===== src/rtl/cre_pkg.sv =====
package cre_pkg;

  // Strobes from the control to the datapath
  typedef struct packed {
    logic loadPrio;  // capture per-channel selection
    logic loadOut;   // capture encoded result
  } ctrlStrobes_t;

endpackage


===== src/rtl/cre_prio.sv =====
// Per-channel minimum-deviation selection.
// Search order: 0, +1, -1, +2, -2, ... so a positive value wins a magnitude tie.
module cre_prio #(
  parameter int DEVMAX = 3,
  parameter int NDEV   = 2*DEVMAX+1,
  parameter int DEVW   = $clog2(DEVMAX+1)+1
) (
  input  logic [NDEV-1:0] col,
  output logic            chHit,
  output logic [DEVW-1:0] chDev
);

  always_comb begin
    chHit = 1'b0;
    chDev = {1'b1, {(DEVW-1){1'b0}}};  // reserved no-hit code
    // walk from lowest to highest priority; the last match wins
    for (int k = NDEV-1; k >= 0; k--) begin
      int mag;
      int dev;
      mag = (k + 1) / 2;
      dev = ((k % 2) == 1) ? mag : -mag;
      if (col[dev + DEVMAX]) begin
        chHit = 1'b1;
        chDev = DEVW'(dev);
      end
    end
  end

endmodule


===== src/rtl/cre_datapath.sv =====
// Selection stage, split-half declustering, and the output encoder.
module cre_datapath
  import cre_pkg::*;
#(
  parameter int NCH    = 32,
  parameter int DEVMAX = 3,
  parameter int NDEV   = 2*DEVMAX+1,
  parameter int DEVW   = $clog2(DEVMAX+1)+1,
  parameter int POSW   = $clog2(NCH)
) (
  input  logic                 clk,
  input  logic                 rstN,
  input  ctrlStrobes_t         strobes,
  input  logic [NDEV*NCH-1:0]  hitMap,
  output logic                 trkValid,
  output logic [POSW-1:0]      trkPos,
  output logic [DEVW-1:0]      trkDev,
  output logic                 trkOverflow
);

  localparam int HALF = NCH / 2;

  // ---------- stage 1: per-channel primary selection ----------
  logic [NCH-1:0]  chHitD;
  logic [DEVW-1:0] chDevD [NCH];
  logic [NCH-1:0]  chHitQ;
  logic [DEVW-1:0] chDevQ [NCH];

  for (genvar c = 0; c < NCH; c++) begin : g_chan
    logic [NDEV-1:0] col;
    for (genvar r = 0; r < NDEV; r++) begin : g_row
      assign col[r] = hitMap[r*NCH + c];
    end
    cre_prio #(.DEVMAX(DEVMAX), .NDEV(NDEV), .DEVW(DEVW)) u_prio (
      .col   (col),
      .chHit (chHitD[c]),
      .chDev (chDevD[c])
    );

    always_ff @(posedge clk or negedge rstN) begin
      if (!rstN) begin
        chHitQ[c] <= 1'b0;
        chDevQ[c] <= '0;
      end else if (strobes.loadPrio) begin
        chHitQ[c] <= chHitD[c];
        chDevQ[c] <= chDevD[c];
      end
    end
  end

  // ---------- declustering per half, then seam merge ----------
  logic [NCH-1:0] localStart;
  logic           seamJoin;
  logic [NCH-1:0] clusStart;

  for (genvar i = 0; i < NCH; i++) begin : g_dclu
    if ((i % HALF) == 0) begin : g_first
      assign localStart[i] = chHitQ[i];
    end else begin : g_inner
      assign localStart[i] = chHitQ[i] & ~chHitQ[i-1];
    end
  end

  // a run that crosses the seam keeps only the start found in the lower half
  assign seamJoin = chHitQ[HALF-1] & chHitQ[HALF];

  always_comb begin
    clusStart       = localStart;
    clusStart[HALF] = localStart[HALF] & ~seamJoin;
  end

  // ---------- encoder ----------
  logic [POSW-1:0] posD;
  logic            anyD;
  logic            multiD;

  always_comb begin
    posD = '0;
    for (int i = NCH-1; i >= 0; i--) begin
      if (clusStart[i]) posD = POSW'(i);
    end
  end

  assign anyD   = |clusStart;
  assign multiD = |(clusStart & (clusStart - 1'b1));

  always_ff @(posedge clk or negedge rstN) begin
    if (!rstN) begin
      trkValid    <= 1'b0;
      trkPos      <= '0;
      trkDev      <= '0;
      trkOverflow <= 1'b0;
    end else if (strobes.loadOut) begin
      trkValid    <= anyD;
      trkPos      <= anyD ? posD : '0;
      trkDev      <= anyD ? chDevQ[posD] : '0;
      trkOverflow <= anyD & multiD;
    end
  end

endmodule


===== src/rtl/cre_ctrl.sv =====
// Pipeline control: stage 1 loads whenever out of reset; the output stage
// loads from the edge after stage 1 first holds a real sample.
module cre_ctrl
  import cre_pkg::*;
(
  input  logic         clk,
  input  logic         rstN,
  output ctrlStrobes_t strobes
);

  logic primed;

  always_ff @(posedge clk or negedge rstN) begin
    if (!rstN) primed <= 1'b0;
    else       primed <= 1'b1;
  end

  always_comb begin
    strobes.loadPrio = 1'b1;
    strobes.loadOut  = primed;
  end

endmodule


===== src/rtl/cluster_reduce_enc.sv =====
module cluster_reduce_enc
  import cre_pkg::*;
#(
  parameter int NCH    = 32,
  parameter int DEVMAX = 3,
  localparam int NDEV  = 2*DEVMAX+1,
  localparam int DEVW  = $clog2(DEVMAX+1)+1,
  localparam int POSW  = $clog2(NCH)
) (
  input  logic                clk,
  input  logic                rstN,
  input  logic [NDEV*NCH-1:0] hitMap,
  output logic                trkValid,
  output logic [POSW-1:0]     trkPos,
  output logic [DEVW-1:0]     trkDev,
  output logic                trkOverflow
);

  ctrlStrobes_t strobes;

  cre_ctrl u_ctrl (
    .clk     (clk),
    .rstN    (rstN),
    .strobes (strobes)
  );

  cre_datapath #(
    .NCH(NCH), .DEVMAX(DEVMAX), .NDEV(NDEV), .DEVW(DEVW), .POSW(POSW)
  ) u_dp (
    .clk         (clk),
    .rstN        (rstN),
    .strobes     (strobes),
    .hitMap      (hitMap),
    .trkValid    (trkValid),
    .trkPos      (trkPos),
    .trkDev      (trkDev),
    .trkOverflow (trkOverflow)
  );

endmodule


===== config.mk =====
export PLATFORM = sky130hd
export DESIGN_NAME = cluster_reduce_enc
export DESIGN_NICKNAME = d
export VERILOG_FILES = /design/src/rtl/cre_pkg.sv /design/src/rtl/cre_prio.sv /design/src/rtl/cre_datapath.sv /design/src/rtl/cre_ctrl.sv /design/src/rtl/cluster_reduce_enc.sv
export SDC_FILE = /design/constraint.sdc
export NUM_CORES = 1
export LEC_CHECK = 0
export BUFFER_PORTS_ARGS = -buffer_cell sky130_fd_sc_hd__buf_2
export CORE_MARGIN = 10
export CORE_UTILIZATION = 40
export DETAILED_ROUTE_END_ITERATION = 16
export GPL_TIMING_DRIVEN = 0
export PLACE_DENSITY = 0.71
export SETUP_SLACK_MARGIN = 0.1
export SLEW_MARGIN = 20
export SYNTH_ARGS = -nofsm -noshare
export SYNTH_HDL_FRONTEND = slang
export SYNTH_HIERARCHICAL = 1
export SYNTH_SLANG_ARGS = --single-unit

===== constraint.sdc =====
create_clock -name clk -period 3.3 [get_ports clk]
set_input_delay 0.66 -clock clk [delete_from_list [all_inputs] [get_ports clk]]
set_output_delay 0.66 -clock clk [all_outputs]
set_load 0.02 [all_outputs]

==> impl_metrics.py <==
metrics = {
    "run_status": {
        "status": "completed",
    },
    "logic_synthesis": {
        "netlist-cell-type-count": 61,
        "synth_edf_count": 0,
        "yosysWarnings": 6,
        "synthArstFlopShare_pct": 100.0,
        "synth_flop_cell": "dfrtp_1",
        "ys_ff_latch": 139,
        "syn_area_mm2": 0.008901,
        "syn_inst": 986,
        "syn_avg_cell_area_um2": 9.027,
        "seq_area_frac_synth_pct": 39.08,
    },
    "global_routing": {
        "grt_pass1_vias": 8763,
        "grt_max_degree": 86,
        "grt_usage_pct": 18.12,
        "grt_remaining_overflow": 0,
        "antenna_found_initial": 0,
        "grt_pass1_wl_mm": 42.42,
    },
    "clock_tree": {
        "holdBufCountCts": 0,
        "cts_max_level": 4,
        "worstSkewPairLatency_ns": 0.43,
        "clkTransAtPathRegs_ns": 0.06,
        "cts_tree": "yes",
        "cts.path.max_buffers": 2,
        "clock-sinks": 139,
        "clockRootBuffer": "clkbuf_16",
        "numCtsBuffers": 17,
        "post-cts-setup-buffer-count": 0,
    },
    "die": {
        "die_area_mm2": 0.02862,
        "io_pins": 236,
        "die_h_um": 169.2,
        "rows": 54,
        "initial_core_util_pct": 40.66,
        "dieWidth_um": 169.2,
        "fp.coreArea_mm2": 0.02189,
    },
    "final_layout": {
        "antenna_cells": 0,
        "multi_input_area_mm2": 0.005141,
        "nets": 1468,
        "layout-drive-gt1-share_pct": 34.02,
        "seq_area_mm2": 0.003478,
        "n_fill_cell": 2049,
        "synthToLayoutAreaGrowth_pct": 24.25,
    },
    "worst_setup_path": {
        "crit_path_start_kind": "register",
        "cp.depth": 11,
        "rrSetupSlack_ns": 0.30,
        "regToRegStartpoint": "u_dp/chHitQ[11]",
        "cpPeakStageDelay_ns": 0.44,
        "worstPathRequired_ns": 3.65,
        "path_buf_inv": 2,
        "worstSetupPathType": "register to register",
        "cp-endpoint": "u_dp/trkDev[2]",
        "cp-startpoint": "u_dp/chHitQ[11]",
        "r2r_cells": 11,
        "crit_chain": "nor2b_1 -> or3_1 -> a2111o_1 -> and2_1 -> nor2_1 -> buf_2 -> buf_2 -> nand2_1 -> nand3_1 -> nand4_1 -> nand4_1",
        "critPathSlowestCell": "a2111o_1",
        "rr_endpoint": "u_dp/trkDev[2]",
        "end_kind": "register",
        "critPathArrivalTime_ns": 3.35,
        "crit_fanout": 10,
        "path_delay_family": "simple AND/OR/NAND/NOR gates",
    },
    "timing": {
        "slew_violations": 0,
        "slew_headroom_pct": 55.67,
        "finClkSkew_ns": 0.008009,
        "worst_pin_slew_ns": 0.6643,
        "max_freq_mhz": 333.5,
        "fin_ws_ns": 0.3011,
        "tns_ns": 0,
        "period_needed_ns": 2.999,
        "timing.final.hold_violations": 0,
        "finalCritPeriodShare_pct": 90.87,
        "rsz0062_at_grt": "yes",
        "setup_violations": 0,
    },
    "place": {
        "io_buffers": 235,
        "hpwlAfterDp_mm": 21.06,
        "pre_cts_ws_ns": 0.1969,
        "gp_congestion": 0.9010,
    },
    "pwr": {
        "p_total_uw": 4449,
        "power_density_mw_per_mm2": 402.3,
        "power.leakage_uw": 0.004725,
        "ir_worst_vdd_mv": 0.2603,
    },
    "routing": {
        "dr_total_vias": 8468,
        "finalWirelength_mm": 26.43,
        "drc_errors": 0,
        "ant_nets": 0,
        "routedWlPerCell_um": 17.22,
        "drtIter0Drc": 487,
        "viasPerCell": 5.517,
        "first_pass_iters": 5,
    },
    "flow_run": {
        "cap_viol_max_count": 0,
    },
    "hold_path": {
        "hold_class": "input pin to async pin",
    },
}
per-stage QoR:
step	cells	hold slack [ns]	utilization [%]	area, um2
floorplan	987	0.3644	-	8905
detailed placement	1503	0.4758	47.82	10470
global placement	1502	0.4666	47.65	10430
finish	1535	0.2457	50.52	11060
CTS	1535	0.2440	50.47	11050
global route	1535	0.2726	50.52	11060
what timing repair did:
action | 4_1_cts | 5_1_grt
setup endpoints to repair | 0 | 3
resized for setup | 0 | 6
hold endpoints to repair | 0 | 0
cell usage in the layout, fill, tap and decap left out, types with 34 or more instances in the layout:
cell type  netlist  routed
nor3_1          69      69
mux2_2         130     130
nand3_1         34      34
buf_2            6     240
nand2_1         62      62
o21ai_0         52      52
nor2_1          82      81
nand2b_1        38      38
a21oi_1         76      76
inv_1           37      37
dfrtp_1        139     139
nor4_1          72      72
cells in the mapped netlist, drive strengths merged, types with 2 or more instances:
| cell type | instances | area, um2 |
|---|---|---|
| nor3 | 69 | 345.3 |
| mux2i | 14 | 140.1 |
| a2111o | 2 | 22.52 |
| nand4 | 11 | 68.82 |
| and2 | 4 | 25.02 |
| nor4 | 73 | 471.7 |
| or4 | 2 | 18.77 |
| buf | 13 | 93.83 |
| o22ai | 3 | 18.77 |
| a31oi | 8 | 50.05 |
| nand3 | 34 | 170.2 |
| clkbuf | 16 | 60.06 |
| mux2 | 130 | 1464 |
| a32oi | 8 | 70.07 |
| a21oi | 76 | 380.4 |
| nand2 | 65 | 261.5 |
| o2bb2ai | 2 | 17.52 |
| or3 | 3 | 18.77 |
| o21ai | 56 | 284.0 |
| nand2b | 38 | 237.7 |
| inv | 37 | 138.9 |
| nor2b | 29 | 181.4 |
| a22oi | 2 | 15.01 |
| a211o | 6 | 52.55 |
| nor2 | 84 | 334.1 |
| or2 | 5 | 33.79 |
| and2b | 4 | 32.53 |
| o31ai | 2 | 15.01 |
| and3 | 2 | 12.51 |
| a211oi | 5 | 47.54 |
| nand3b | 32 | 240.2 |
| dfrtp | 139 | 3478 |
cells by family after synthesis:
| kind of cell | synth area share [%] |
|---|---|
| AND/OR/NAND/NOR | 27.76 |
| AO/OA/AOI/OAI | 11.70 |
| multiplexers | 18.02 |
| flip-flops | 39.08 |
| buffers and inverters | 3.289 |
| adder cells (fa/ha/maj) | 0.1125 |
| other | 0.04213 |
state kept, by name (all words and copies together) (netlist names):
name              cells
u_dp/trkDev           3
u_ctrl/primed         1
u_dp/trkPos           5
u_dp/trkOverflow      1
u_dp/trkValid         1
u_dp/chHitQ          32
u_dp/chDevQ          96
layer usage:
metal	vias to the layer above	wire (um)	GRT usage, %
li1	4182	-	-
met1	3980	11680	22.47
met2	268	12240	29.24
met3	38	1953	5.929
met4	0	562	5.816
met5	-	0	0
final cells by class:
type / instances / area share (%)
flip-flops and latches: 139 / 31.45
well taps: 280 / 3.168
inverters: 37 / 1.256
clock buffers: 21 / 4.163
clock inverters: 11 / 1.086
multi-input cells: 782 / 46.49
repair buffers: 236 / 10.97
plain buffers: 29 / 1.414
report_power, final:
group	switching (uW)	internal [uW]	total, uW
logic	353	333	686
clock network	717	1150	1860
registers	70.6	1830	1900
total	1140	3310	4450
worst reg2reg max path, cell delays in order, from the launching register on:
cell      delay [ns]
dfrtp_1         0.39
nor2b_1         0.20
or3_1           0.38
a2111o_1        0.44
and2_1          0.21
nor2_1          0.14
buf_2           0.29
buf_2           0.34
nand2_1         0.10
nand3_1         0.10
nand4_1         0.19
nand4_1         0.14
worst min-delay path by stage:
| stage | startpoint | to | slack (ns) | depth (start not counted) |
|---|---|---|---|---|
| 2_1_floorplan | rstN | u_ctrl/primed | 0.36 | 0 |
| 6_report | rstN | u_dp/chDevQ[86] | 0.25 | 1 |
| 3_3_place_gp | u_dp/trkPos[2] | u_dp/trkPos[2] | 0.47 | 1 |
| 5_1_grt | rstN | u_dp/chDevQ[88] | 0.27 | 1 |
| 3_5_place_dp | u_dp/trkPos[0] | u_dp/trkPos[0] | 0.48 | 1 |
| 4_1_cts | rstN | u_dp/chDevQ[87] | 0.24 | 1 |
Note: power is estimated with default switching activity, not from simulation.
